`config.mk`:
```
export PLATFORM = sky130hd
export DESIGN_NAME = wdu_write_port
export DESIGN_NICKNAME = d
export VERILOG_FILES = /design/src/rtl/wdu_pkg.sv /design/src/rtl/wdu_fill_ctrl.sv /design/src/rtl/wdu_slot_tracker.sv /design/src/rtl/wdu_cmd_issue.sv /design/src/rtl/wdu_write_port.sv
export SDC_FILE = /design/constraint.sdc
export NUM_CORES = 1
export LEC_CHECK = 0
export BUFFER_PORTS_ARGS = -buffer_cell sky130_fd_sc_hd__buf_4
export CORE_UTILIZATION = 26
export CTS_CLUSTER_SIZE = 8
export DETAILED_ROUTE_END_ITERATION = 10
export SYNTH_ARGS = -nofsm -noshare
export SYNTH_HDL_FRONTEND = slang
export SYNTH_SLANG_ARGS = --single-unit
```
`constraint.sdc`:
```
create_clock -name clk_i -period 2.75 [get_ports clk_i]
set_clock_uncertainty 0.15 [all_clocks]
set_input_delay 0.55 -clock clk_i [delete_from_list [all_inputs] [get_ports clk_i]]
set_output_delay 0.55 -clock clk_i [all_outputs]
set_load 0.01 [all_outputs]
```
`src/rtl/wdu_pkg.sv`:
```
package wdu_pkg;
  typedef enum logic [1:0] {
    SLOT_FREE = 2'd0,
    SLOT_PEND = 2'd1,
    SLOT_XFER = 2'd2
  } slot_state_e;
endpackage

```
`src/rtl/wdu_fill_ctrl.sv`:
```
module wdu_fill_ctrl #(
  parameter int NUM_SLOTS = 4,
  parameter int DU_BYTES  = 256,
  localparam int SLOT_W = $clog2(NUM_SLOTS),
  localparam int OFF_W  = $clog2(DU_BYTES),
  localparam int CNT_W  = OFF_W + 1
) (
  input  logic              clk_i,
  input  logic              rst_ni,
  input  logic              accept_i,
  input  logic              eof_i,
  output logic [SLOT_W-1:0] slot_o,
  output logic [OFF_W-1:0]  off_o,
  output logic              close_o,
  output logic [CNT_W-1:0]  close_bytes_o
);
  logic [SLOT_W-1:0] slot_q;
  logic [OFF_W-1:0]  off_q;
  logic              last_byte;

  assign last_byte     = (off_q == OFF_W'(DU_BYTES - 1));
  assign close_o       = accept_i & (last_byte | eof_i);
  assign close_bytes_o = {1'b0, off_q} + CNT_W'(1);
  assign slot_o        = slot_q;
  assign off_o         = off_q;

  always_ff @(posedge clk_i or negedge rst_ni) begin
    if (!rst_ni) begin
      slot_q <= '0;
      off_q  <= '0;
    end else if (accept_i) begin
      if (close_o) begin
        off_q  <= '0;
        slot_q <= (slot_q == SLOT_W'(NUM_SLOTS - 1)) ? '0 : slot_q + 1'b1;
      end else begin
        off_q <= off_q + 1'b1;
      end
    end
  end

  // a unit never spans more than DU_BYTES accepted bytes
  p_unit_restart_r3: assert property (@(posedge clk_i) disable iff (!rst_ni)
    close_o |=> (off_q == '0));
  // the slot changes only on closure
  p_slot_hold_r6: assert property (@(posedge clk_i) disable iff (!rst_ni)
    !close_o |=> $stable(slot_q));
endmodule

```
`src/rtl/wdu_slot_tracker.sv`:
```
module wdu_slot_tracker
  import wdu_pkg::*;
#(
  parameter int NUM_SLOTS = 4,
  parameter int CNT_W     = 9,
  localparam int SLOT_W = $clog2(NUM_SLOTS)
) (
  input  logic                            clk_i,
  input  logic                            rst_ni,
  input  logic                            close_i,
  input  logic [SLOT_W-1:0]               close_slot_i,
  input  logic [CNT_W-1:0]                close_bytes_i,
  input  logic                            close_eof_i,
  input  logic                            issue_i,
  input  logic [SLOT_W-1:0]               issue_slot_i,
  input  logic                            done_i,
  input  logic [SLOT_W-1:0]               done_slot_i,
  output logic [NUM_SLOTS-1:0]            free_o,
  output logic [NUM_SLOTS-1:0]            pend_o,
  output logic [NUM_SLOTS-1:0][CNT_W-1:0] bytes_o,
  output logic [NUM_SLOTS-1:0]            eof_o
);
  slot_state_e state_q [NUM_SLOTS];

  for (genvar i = 0; i < NUM_SLOTS; i++) begin : g_slot
    logic close_me, issue_me, done_me;
    assign close_me = close_i & (close_slot_i == SLOT_W'(i));
    assign issue_me = issue_i & (issue_slot_i == SLOT_W'(i));
    assign done_me  = done_i  & (done_slot_i  == SLOT_W'(i));

    always_ff @(posedge clk_i or negedge rst_ni) begin
      if (!rst_ni) begin
        state_q[i] <= SLOT_FREE;
        bytes_o[i] <= '0;
        eof_o[i]   <= 1'b0;
      end else begin
        unique case (state_q[i])
          SLOT_FREE: if (close_me) begin
            state_q[i] <= SLOT_PEND;
            bytes_o[i] <= close_bytes_i;
            eof_o[i]   <= close_eof_i;
          end
          SLOT_PEND: if (issue_me) state_q[i] <= SLOT_XFER;
          SLOT_XFER: if (done_me)  state_q[i] <= SLOT_FREE; // done elsewhere ignored
          default:   state_q[i] <= SLOT_FREE;
        endcase
      end
    end

    assign free_o[i] = (state_q[i] == SLOT_FREE);
    assign pend_o[i] = (state_q[i] == SLOT_PEND);
  end

  // the fill side only closes a slot that is free
  p_close_free_r7: assert property (@(posedge clk_i) disable iff (!rst_ni)
    close_i |-> (state_q[close_slot_i] == SLOT_FREE));
  // the command side only issues pending slots
  p_issue_pend_r6: assert property (@(posedge clk_i) disable iff (!rst_ni)
    issue_i |-> (state_q[issue_slot_i] == SLOT_PEND));
endmodule

```
`src/rtl/wdu_cmd_issue.sv`:
```
module wdu_cmd_issue #(
  parameter int NUM_SLOTS = 4,
  parameter int CNT_W     = 9,
  localparam int SLOT_W = $clog2(NUM_SLOTS)
) (
  input  logic                            clk_i,
  input  logic                            rst_ni,
  input  logic [NUM_SLOTS-1:0]            pend_i,
  input  logic [NUM_SLOTS-1:0][CNT_W-1:0] bytes_i,
  input  logic [NUM_SLOTS-1:0]            eof_i,
  input  logic                            cmd_ready_i,
  output logic                            cmd_valid_o,
  output logic [SLOT_W-1:0]               cmd_slot_o,
  output logic [CNT_W-1:0]                cmd_bytes_o,
  output logic                            cmd_eof_o,
  output logic                            issue_o
);
  logic [SLOT_W-1:0] ptr_q;

  assign cmd_valid_o = pend_i[ptr_q];
  assign cmd_slot_o  = ptr_q;
  assign cmd_bytes_o = bytes_i[ptr_q];
  assign cmd_eof_o   = eof_i[ptr_q];
  assign issue_o     = cmd_valid_o & cmd_ready_i;

  always_ff @(posedge clk_i or negedge rst_ni) begin
    if (!rst_ni) ptr_q <= '0;
    else if (issue_o) ptr_q <= (ptr_q == SLOT_W'(NUM_SLOTS - 1)) ? '0 : ptr_q + 1'b1;
  end

  // a stalled command holds its contents
  p_cmd_stable_r8: assert property (@(posedge clk_i) disable iff (!rst_ni)
    (cmd_valid_o && !cmd_ready_i) |=>
      (cmd_valid_o && $stable(cmd_slot_o) && $stable(cmd_bytes_o) && $stable(cmd_eof_o)));
endmodule

```
`src/rtl/wdu_write_port.sv`:
```
module wdu_write_port #(
  parameter int NUM_SLOTS = 4,
  parameter int DU_BYTES  = 256,
  parameter int DATA_W    = 8,
  parameter int PRIO_W    = 4,
  parameter int PRIO_LVL  = 3,
  localparam int SLOT_W = $clog2(NUM_SLOTS),
  localparam int OFF_W  = $clog2(DU_BYTES),
  localparam int CNT_W  = OFF_W + 1
) (
  input  logic                    clk_i,
  input  logic                    rst_ni,
  input  logic                    in_valid_i,
  output logic                    in_ready_o,
  input  logic [DATA_W-1:0]       in_data_i,
  input  logic                    in_eof_i,
  output logic                    buf_req_o,
  output logic [PRIO_W-1:0]       buf_prio_o,
  input  logic                    buf_gnt_i,
  output logic                    buf_we_o,
  output logic [SLOT_W+OFF_W-1:0] buf_addr_o,
  output logic [DATA_W-1:0]       buf_data_o,
  output logic                    cmd_valid_o,
  input  logic                    cmd_ready_i,
  output logic [SLOT_W-1:0]       cmd_slot_o,
  output logic [CNT_W-1:0]        cmd_bytes_o,
  output logic                    cmd_eof_o,
  input  logic                    done_i,
  input  logic [SLOT_W-1:0]       done_slot_i
);
  initial assert (NUM_SLOTS == 2 || NUM_SLOTS == 4);

  logic [SLOT_W-1:0]               wr_slot;
  logic [OFF_W-1:0]                wr_off;
  logic                            close;
  logic [CNT_W-1:0]                close_bytes;
  logic [NUM_SLOTS-1:0]            free_vec, pend_vec, eof_vec;
  logic [NUM_SLOTS-1:0][CNT_W-1:0] bytes_arr;
  logic                            issue;
  logic                            slot_free, accept;

  assign slot_free  = free_vec[wr_slot];
  assign buf_req_o  = in_valid_i & slot_free;
  assign in_ready_o = slot_free & buf_gnt_i;
  assign accept     = in_valid_i & in_ready_o;
  assign buf_prio_o = PRIO_W'(PRIO_LVL);
  assign buf_we_o   = accept;
  assign buf_addr_o = {wr_slot, wr_off};
  assign buf_data_o = in_data_i;

  wdu_fill_ctrl #(.NUM_SLOTS(NUM_SLOTS), .DU_BYTES(DU_BYTES)) u_fill (
    .clk_i, .rst_ni, .accept_i(accept), .eof_i(in_eof_i),
    .slot_o(wr_slot), .off_o(wr_off), .close_o(close), .close_bytes_o(close_bytes)
  );

  wdu_slot_tracker #(.NUM_SLOTS(NUM_SLOTS), .CNT_W(CNT_W)) u_track (
    .clk_i, .rst_ni,
    .close_i(close), .close_slot_i(wr_slot), .close_bytes_i(close_bytes),
    .close_eof_i(in_eof_i),
    .issue_i(issue), .issue_slot_i(cmd_slot_o),
    .done_i, .done_slot_i,
    .free_o(free_vec), .pend_o(pend_vec), .bytes_o(bytes_arr), .eof_o(eof_vec)
  );

  wdu_cmd_issue #(.NUM_SLOTS(NUM_SLOTS), .CNT_W(CNT_W)) u_cmd (
    .clk_i, .rst_ni, .pend_i(pend_vec), .bytes_i(bytes_arr), .eof_i(eof_vec),
    .cmd_ready_i, .cmd_valid_o, .cmd_slot_o, .cmd_bytes_o, .cmd_eof_o,
    .issue_o(issue)
  );

  // no request without data
  p_req_needs_data_r10: assert property (@(posedge clk_i) disable iff (!rst_ni)
    buf_req_o |-> in_valid_i);
  // command counts stay within one unit and are never zero
  p_cmd_bytes_r4: assert property (@(posedge clk_i) disable iff (!rst_ni)
    cmd_valid_o |-> (cmd_bytes_o != '0 && cmd_bytes_o <= CNT_W'(DU_BYTES)));
  // a write only happens under grant
  p_we_grant_r2: assert property (@(posedge clk_i) disable iff (!rst_ni)
    buf_we_o |-> (buf_gnt_i && buf_req_o));
endmodule

```
==> results of run 1 <==
## worst min-delay path by stage
stage	startpoint	end	slack, ps
after CTS	rst_ni	u_track.bytes_o[22]$_DFFE_PN0P_	180
after detailed placement	u_track.bytes_o[2]$_DFFE_PN0P_	u_track.bytes_o[2]$_DFFE_PN0P_	320
after floorplan	rst_ni	u_cmd.cmd_slot_o[0]$_DFFE_PN0P_	100
after global placement	u_track.bytes_o[28]$_DFFE_PN0P_	u_track.bytes_o[28]$_DFFE_PN0P_	310
final	rst_ni	u_track.bytes_o[22]$_DFFE_PN0P_	150
after global routing	rst_ni	u_track.bytes_o[22]$_DFFE_PN0P_	200
## metrics by stage
step	area (um^2)	hold WS (ps)	util (%)
2_1_floorplan	3090	104	-
3_3_place_gp	3460	314	30.2
3_5_place_dp	3460	324	30.2
4_1_cts	3740	182	32.7
5_1_grt	3750	200	32.7
6_report	3750	147	32.7
## sequential cells by signal, summed over array words and instances (netlist names)
register,flops
u_track.bytes_o,36
u_track.state_q,8
u_cmd.cmd_slot_o,2
u_fill.slot_o,2
u_track.eof_o,4
u_fill.off_o,8
## cell usage in the layout, fill, tap and decap left out, types with 2 or more instances in the layout
master	instances
a21o_1	3
a31o_2	2
and2_1	4
and3_1	2
buf_4	45
clkbuf_16	9
clkinv_2	5
conb_1	4
dfrtp_1	60
ha_1	9
inv_1	10
inv_2	2
mux2_1	2
mux2_2	27
mux2i_1	4
mux4_2	12
nand2_1	31
nand2b_1	3
nand3_1	12
nor2_1	9
nor2b_1	4
nor3_4	2
o21ai_0	17
o22ai_1	2
o2bb2ai_1	3
xnor2_1	5
## what timing repair did
action,CTS,global route
endpoints found under the setup margin,0,1
gates resized for setup,0,1
setup buffers,0,0
## power by group
group	internal (mW)	leakage [nW]	switching (mW)
Clock	0.692	0.146	0.373
Combinational	0.0106	0.916	0.0309
Sequential	0.884	0.781	0.0000291
Total	1.59	1.84	0.404
## cells by family after synthesis
| kind of cell | synth area share (%) |
|---|---|
| and+or+nand+nor | 12.8 |
| other | 0.244 |
| adders and majority gates | 3.66 |
| AOI/OAI and AO/OA | 6.10 |
| DFF | 48.8 |
| muxes | 20.7 |
| xor gates and xnor gates | 1.71 |
| buffers and inverters | 6.10 |
## per-layer routing
layer | global-route usage [%] | share of wire (%) | wire, um | vias up
met5 | 0 | 0 | 0 | -
met4 | 3.82 | 1.1 | 73 | 0
met3 | 3.12 | 3.6 | 241 | 7
met2 | 18.4 | 48 | 3230 | 36
met1 | 15.3 | 48 | 3220 | 1039
li1 | - | - | - | 969
## area by class of cell
| type | instances | area, um^2 | share of cell area (%) |
|---|---|---|---|
| multi-input cells | 168 | 1410 | 37.4 |
| repair buffers | 45 | 338 | 9.00 |
| well taps | 143 | 179 | 4.77 |
| clock inverters | 6 | 55.1 | 1.47 |
| inverters | 12 | 45.0 | 1.20 |
| clock buffers | 10 | 229 | 6.10 |
| flip-flops and latches | 60 | 1500 | 40.0 |
==> metrics.yaml, run 1 <==
logic_synthesis:
  synth_edf_count: 0
  ys.flop_type: "dfrtp_1"
  syn_inst: 259
  synth_top_area_share_pct: 48.8
  syn_area_um2: 3080
  synth_common_cells: "dfrtp_1 (60), nand2_1 (31), mux2_2 (27)"
  synth-seq-cells: 60
  async_flop_share_pct: 100
  synth_area_leaders: "dfrtp_1 (49%), mux2_2 (9.9%), mux4_2 (8.8%)"
  yosysSeqAreaShare_pct: 48.8
  synth.avg_cell_area_um2: 11.9
  synth.most_common_cell: "dfrtp_1"
  yosys.area.top_type: "dfrtp_1"
  ys_types: 39
  synth_warnings: 0
placement:
  place_inst: 428
  dpl_worst_slack_ps: 231
  hpwl_mm: 4.92
  io_buffer_count: 34
  gp_congestion: 0.747
grt:
  grt_pass1_vias: 2132
  antenna_found_initial: 0
  gr-total-overflow: 0
  grt_use_total_pct: 11.6
  grt_pass1_wl_mm: 11.2
  grt_max_degree: 61
timing:
  slew_violations: 0
  rsz0062_at_grt: "false"
  final-hold-violation-count: 0
  max_freq_mhz: 386
  setup_ws_ps: 161
  period_share_pct: 94.1
  max-slew-margin-rel_pct: 48.7
  fin_setup_tns_ps: 0
  layout_min_cycle_time_ps: 2590
  worst_slew_pin_slew_ps: 770
  setup-violations-final: 0
cells_and_area:
  drive_gt1_share_pct: 35.9
  final_cell_count_no_fill: 444
  nNetsFinal: 322
  n_antenna_cell: 0
  syn2layout_area_growth_pct: 21.9
  nFillCells: 1137
floorplanning:
  die_area_um2: 12300
  die_h_um: 111
  ioPinCount: 55
  fp-row-count: 39
  initial_core_util_pct: 26.9
  core_area_um2: 11500
  die_w_um: 111
clocking:
  cts_hold_buf: 0
  worstSkewPairLatency_ps: 320
  cts_inserted_buffers: 9
  cts_tree: "built"
  htreeDepth: 3
  cts_sinks: 60
  clk_pin_slew_ps: 50
  cts-root-buf: "clkbuf_16"
  clockBufferDepth: 2
route:
  first_pass_iters: 4
  drt_iter0_markers: 74
  drc: 0
  ant_nets: 0
  viasPerCell: 4.62
  wl_per_cell_um: 15.2
  dr_total_vias: 2051
  routed_wl_mm: 6.76
power:
  max-vdd-ir-drop_mv: 0.341
  power.leakage_nw: 1.84
  power_density_nw_per_um2: 530
  fin_total_pwr_mw: 1.99
critical_path:
  r2r_start: "u_fill.slot_o[1]$_DFFE_PN0P_"
  r2r_cells: 6
  crit_path_end_kind: "output port"
  crit_chain: "inv_2, mux4_2, nand3_4, inv_2, buf_4"
  crit_start: "u_fill.slot_o[1]$_DFFE_PN0P_"
  crit_family: "multiplexers"
  crit_arrival_ps: 1890
  crit_slowest_cell: "mux4_2"
  critPathMaxStageDelay_ps: 560
  cp.depth: 5
  worstPathRequired_ps: 2050
  cp-start-kind: "flip-flop"
  endpoint: "buf_we_o"
  worstPathMaxFanout: 10
  r2r-end: "u_track.bytes_o[15]$_DFFE_PN0P_"
  path_class: "reg2out"
  rrSetupSlack_ps: 310
  crit_buf_inv: 3
  cpMostUsedCell: "inv_2"
job:
  max_cap_violations: 0
hold_path:
  hold_path_class: "in2async"
run_status:
  run_status: "finished clean"
(Power assumes the default switching activity.)
==> inputs of run 2 (changes only) <==
--- a/config.mk
+++ b/config.mk
@@ -6,9 +6,10 @@
 export NUM_CORES = 1
 export LEC_CHECK = 0
 export BUFFER_PORTS_ARGS = -buffer_cell sky130_fd_sc_hd__buf_4
-export CORE_UTILIZATION = 26
+export CORE_UTILIZATION = 50
 export CTS_CLUSTER_SIZE = 8
 export DETAILED_ROUTE_END_ITERATION = 10
+export PLACE_DENSITY = 0.73
 export SYNTH_ARGS = -nofsm -noshare
 export SYNTH_HDL_FRONTEND = slang
 export SYNTH_SLANG_ARGS = --single-unit
==> metrics.yaml, run 2 (synthesized netlist as in run 1, its figures left out) <==
timing:
  fin_setup_tns_ps: 0
  setup-violations-final: 0
  setup_ws_ps: 110
  period_share_pct: 96.0
  max_freq_mhz: 379
  layout_min_cycle_time_ps: 2640
  rsz0062_at_grt: "false"
  max-slew-margin-rel_pct: 49.7
  final-hold-violation-count: 0
  worst_slew_pin_slew_ps: 755
  hold_ws_ps: 119
  slew_violations: 0
cells_and_area:
  nNetsFinal: 322
  fin_area_um2: 3560
  mostFrequentLayoutCell: "dfrtp_1"
  n_antenna_cell: 0
  largest_register_ffs: 36
  syn2layout_area_growth_pct: 15.7
  largest_register: "u_track.bytes_o"
  drive_gt1_share_pct: 36.2
  final_cell_mix: "dfrtp_1 (60), buf_4 (45), nand2_1 (31)"
critical_path:
  cpMostUsedCell: "inv_2"
  r2r-end: "u_track.bytes_o[22]$_DFFE_PN0P_"
  path_class: "reg2out"
  rrSetupSlack_ps: 260
  r2r_start: "u_track.state_q[0]$_DFFE_PN0P_"
  crit_buf_inv: 3
  crit_chain: "inv_2, mux4_2, nand3_2, inv_2, buf_4"
  worstPathRequired_ps: 2050
  crit_path_end_kind: "output port"
  crit_slowest_cell: "mux4_2"
  crit_arrival_ps: 1940
  crit_family: "multiplexers"
  r2r_cells: 5
  cp-start-kind: "flip-flop"
  critPathMaxStageDelay_ps: 540
  worstPathMaxFanout: 10
placement:
  dpl_worst_slack_ps: 285
  placed_cell_area_um2: 3380
  gp_congestion: 0.799
  io_buffer_count: 34
  hpwl_mm: 4.61
clocking:
  worstSkewPairLatency_ps: 340
  cts_resized: 0
  clockBufferDepth: 2
  post_cts_buffers: 0
  cts_sinks: 60
  cts-root-buf: "clkbuf_8"
  htreeDepth: 3
  cts_tree: "built"
  clk_pin_slew_ps: 70
  cts_inserted_buffers: 9
  cts_hold_buf: 0
power:
  power_density_nw_per_um2: 468
  max-vdd-ir-drop_mv: 0.309
  power.leakage_nw: 1.79
  fin_total_pwr_mw: 1.67
route:
  wl_per_cell_um: 17.3
  first_pass_iters: 4
  routed_wl_mm: 6.51
  drc: 0
  ant_nets: 0
  viasPerCell: 5.55
  drt_iter0_markers: 169
  dr_total_vias: 2087
job:
  max_cap_violations: 0
floorplanning:
  initial_core_util_pct: 52.0
  die_h_um: 80.5
  die_area_um2: 6480
  core_area_um2: 5920
  ioPinCount: 55
  die_w_um: 80.5
  fp-row-count: 28
run_status:
  run_status: "finished clean"
grt:
  grt_pass1_wl_mm: 10.8
  grt_pass1_vias: 2123
  grt_use_total_pct: 23.0
  gr-total-overflow: 0
  antenna_found_initial: 0
  grt_max_degree: 61
hold_path:
  hold_path_class: "in2async"
==> run 2: final cells by class <==
cell class	count	area, um^2
Fill cell	493	2360
Sequential cell	60	1500
Multi-Input combinational cell	168	1400
Timing Repair Buffer	45	338
Clock buffer	12	165
Tap cell	75	93.8
Inverter	12	45.0
Clock inverter	4	22.5
==> run 2: how the worst max path moves through the flow <==
stage                                              start                         endpoint  slack, ps  cells after the start
after floorplan             u_fill.slot_o[1]$_DFFE_PN0P_  u_track.bytes_o[10]$_DFFE_PN0P_        610                      7
after global placement    u_track.state_q[0]$_DFFE_PN0P_  u_track.bytes_o[23]$_DFFE_PN0P_        380                      5
after detailed placement  u_track.state_q[0]$_DFFE_PN0P_  u_track.bytes_o[22]$_DFFE_PN0P_        280                      5
after CTS                   u_fill.slot_o[1]$_DFFE_PN0P_                         buf_we_o        120                      5
after global routing        u_fill.slot_o[1]$_DFFE_PN0P_                         buf_we_o         50                      5
final                       u_fill.slot_o[1]$_DFFE_PN0P_                         buf_we_o        110                      5
==> run 2: report_power, final <==
group / internal [mW] / switching [mW] / leakage (nW)
registers: 0.883 / 0.0000277 / 0.781
clock network: 0.396 / 0.349 / 0.0982
logic: 0.0105 / 0.0290 / 0.913
total: 1.29 / 0.378 / 1.79
==> run 2: metal layers <==
layer  wire length [um]  track usage (%)  vias to the layer above  part of all wire, %
li1                   -                -                      971                    -
met1               3010             32.0                     1055                   46
met2               3120             34.5                       48                   48
met3                235             4.77                       13                  3.6
met4                132             10.9                        0                  2.0
met5                  0                0                        -                    0
==> run 2: metrics by stage <==
step | util (%) | instances
2_1_floorplan | - | 261
3_3_place_gp | 57.0 | 360
3_5_place_dp | 57.0 | 360
4_1_cts | 60.2 | 376
5_1_grt | 60.2 | 376
6_report | 60.2 | 376
==> inputs of run 3 (changes only) <==
--- a/config.mk
+++ b/config.mk
@@ -6,10 +6,14 @@
 export NUM_CORES = 1
 export LEC_CHECK = 0
 export BUFFER_PORTS_ARGS = -buffer_cell sky130_fd_sc_hd__buf_4
-export CORE_UTILIZATION = 50
+export CELL_PAD_IN_SITES_DETAIL_PLACEMENT = 1
+export CELL_PAD_IN_SITES_GLOBAL_PLACEMENT = 1
+export CORE_UTILIZATION = 45
 export CTS_CLUSTER_SIZE = 8
 export DETAILED_ROUTE_END_ITERATION = 10
-export PLACE_DENSITY = 0.73
+export MAX_ROUTING_LAYER = met4
+export PLACE_DENSITY_LB_ADDON = 0.1
 export SYNTH_ARGS = -nofsm -noshare
 export SYNTH_HDL_FRONTEND = slang
+export SYNTH_HIERARCHICAL = 1
 export SYNTH_SLANG_ARGS = --single-unit
==> metrics.yaml, run 3 <==
critical_path:
  crit_chain: "nor2_1, mux4_2, and3_1, buf_4, buf_4"
  critPathMaxStageDelay_ps: 490
  worstPathRequired_ps: 2050
  path_class: "reg2out"
  crit_path_end_kind: "output port"
  rrSetupSlack_ps: 170
  r2r-end: "u_track/eof_o[2]$_DFFE_PN0P_"
  cp-start-kind: "flip-flop"
  crit_family: "multiplexers"
  r2r_cells: 9
  crit_arrival_ps: 1900
  cpMostUsedCell: "buf_4"
  worstPathMaxFanout: 12
  crit_slowest_cell: "mux4_2"
  r2r_start: "u_track/state_q[3]$_DFFE_PN0P_"
  crit_buf_inv: 2
clocking:
  cts_hold_buf: 0
  cts_tree: "built"
  htreeDepth: 3
  cts_inserted_buffers: 9
  clk_pin_slew_ps: 60
  worstSkewPairLatency_ps: 330
  clockBufferDepth: 2
  cts-root-buf: "clkbuf_8"
  post_cts_buffers: 0
  cts_sinks: 60
floorplanning:
  die_w_um: 85.5
  die_h_um: 85.5
  fp-row-count: 30
  die_area_um2: 7310
  ioPinCount: 55
  core_area_um2: 6760
  initial_core_util_pct: 46.4
logic_synthesis:
  synth_edf_count: 0
  synth_common_cells: "dfrtp_1 (60), mux2_2 (33), nand2_1 (15)"
  async_flop_share_pct: 100
  yosysSeqAreaShare_pct: 47.8
  synth_area_leaders: "dfrtp_1 (48%), mux2_2 (12%), mux4_2 (7.9%)"
  ys.flop_type: "dfrtp_1"
  synth-seq-cells: 60
  syn_area_um2: 3140
  synth_top_area_share_pct: 47.8
  ys_types: 49
  synth_warnings: 6
  synth.avg_cell_area_um2: 12.8
  yosys.area.top_type: "dfrtp_1"
  syn_inst: 246
  synth.most_common_cell: "dfrtp_1"
route:
  first_pass_iters: 4
  routed_wl_mm: 6.80
  drc: 0
  wl_per_cell_um: 18.6
  ant_nets: 0
  viasPerCell: 5.50
  dr_total_vias: 2008
  drt_iter0_markers: 106
cells_and_area:
  final_cell_mix: "dfrtp_1 (59), buf_4 (43), mux2_2 (33)"
  nFillCells: 705
  largest_register_ffs: 36
  mostFrequentLayoutCell: "dfrtp_1"
  multi_input_area_um2: 1440
  final-seq-area_um2: 1500
  drive_gt1_share_pct: 42.1
  largest_register: "u_track/bytes_o"
  nNetsFinal: 301
  n_antenna_cell: 0
  syn2layout_area_growth_pct: 15.3
timing:
  rsz0062_at_grt: "false"
  worst_slew_pin_slew_ps: 912
  hold_ws_ps: 151
  setup_ws_ps: 150
  fin_setup_tns_ps: 0
  layout_min_cycle_time_ps: 2600
  setup-violations-final: 0
  max_freq_mhz: 385
  max-slew-margin-rel_pct: 39.2
  period_share_pct: 94.6
  slew_violations: 0
  final-hold-violation-count: 0
grt:
  grt_use_total_pct: 21.4
  grt_pass1_vias: 2089
  antenna_found_initial: 0
  grt_max_degree: 61
  grt_pass1_wl_mm: 11.3
  gr-total-overflow: 0
run_status:
  run_status: "finished clean"
hold_path:
  hold_path_class: "in2async"
placement:
  hpwl_mm: 4.58
  io_buffer_count: 34
  gp_congestion: 0.756
  dpl_worst_slack_ps: 152
power:
  clkPwrFrac_pct: 20.9
  p_int_mw: 2.57
  combPwrFrac_pct: 40.0
  p_sw_mw: 1.32
  max-vdd-ir-drop_mv: 0.542
  sw_frac_of_total_pct: 33.9
  power.leakage_nw: 1.75
  power_density_nw_per_um2: 1070
  seqPwrFrac_pct: 39.1
job:
  max_cap_violations: 0
==> run 3: cell count changes after synthesis, sizes merged, moves of 6 or more <==
cell / before / now
nand2: 31 / 15
mux2: 29 / 43
nand3: 13 / 6
ha: 9 / 3
==> run 3: area by class of cell <==
class,instances,share of cell area [%]
clock buffer,14,4.77
clock inverter,1,0.830
inverter,13,1.35
multi-input combinational,154,39.8
sequential,60,41.5
tap,80,2.77
timing repair buffer,43,8.92
==> run 3: how the worst max path moves through the flow <==
stage | from | endpoint | depth (start not counted)
after floorplan | u_fill/slot_o[0]$_DFFE_PN0P_ | u_track/bytes_o[18]$_DFFE_PN0P_ | 8
after detailed placement | u_track/state_q[3]$_DFFE_PN0P_ | u_track/eof_o[2]$_DFFE_PN0P_ | 9
after CTS | u_cmd/cmd_slot_o[0]$_DFFE_PN0P_ | cmd_bytes_o[6] | 3
after global placement | u_track/state_q[0]$_DFFE_PN0P_ | u_track/bytes_o[21]$_DFFE_PN0P_ | 9
after global routing | u_track/state_q[3]$_DFFE_PN0P_ | buf_we_o | 5
final | u_track/state_q[3]$_DFFE_PN0P_ | buf_we_o | 5
==> run 3: power by group through the flow <==
stage / Sequential [mW] / Clock [mW] / Combinational, mW
4_1_cts: 1.52 / 0.840 / 1.57
3_5_place_dp: 1.54 / 0 / 1.56
6_report: 1.52 / 0.811 / 1.56
5_1_grt: 1.58 / 0.886 / 1.70
2_1_floorplan: 1.44 / 0 / 1.04
3_3_place_gp: 1.52 / 0 / 1.53
==> run 3: routing by layer <==
metal  global-route usage (%)  vias to the layer above  wire, um
li1                         -                      937         -
met1                     29.7                     1035      3270
met2                     32.1                       25      3290
met3                     3.27                       11       151
met4                     7.73                        0        88
met5                        -                        -         0
==> run 3: cells by family (layout without fill, tap and decap cells) <==
group / after synthesis / count (layout) / synth area share [%]
flops: 60 / 60 / 47.8
xor+xnor: 5 / 5 / 1.40
buf+inv: 34 / 71 / 6.70
mux: 58 / 58 / 26.3
other cells: 2 / 4 / 0.239
compound gates: 27 / 27 / 5.42
simple gates: 57 / 57 / 10.9
fa+ha+maj: 3 / 3 / 1.20
==> run 3: metrics by stage <==
step | area [um^2] | power, mW | utilization [%] | cells
floorplan | 3150 | 2.48 | - | 248
CTS | 3610 | 3.93 | 53.4 | 365
global placement | 3410 | 3.06 | 50.4 | 350
finish | 3620 | 3.89 | 53.6 | 365
detailed placement | 3410 | 3.10 | 50.4 | 350
global route | 3620 | 4.16 | 53.6 | 365
==> run 3: what timing repair did <==
item                                   CTS  global route
gates resized for setup                  0             2
setup endpoints to repair                0             6
endpoints found under the hold margin    0             0
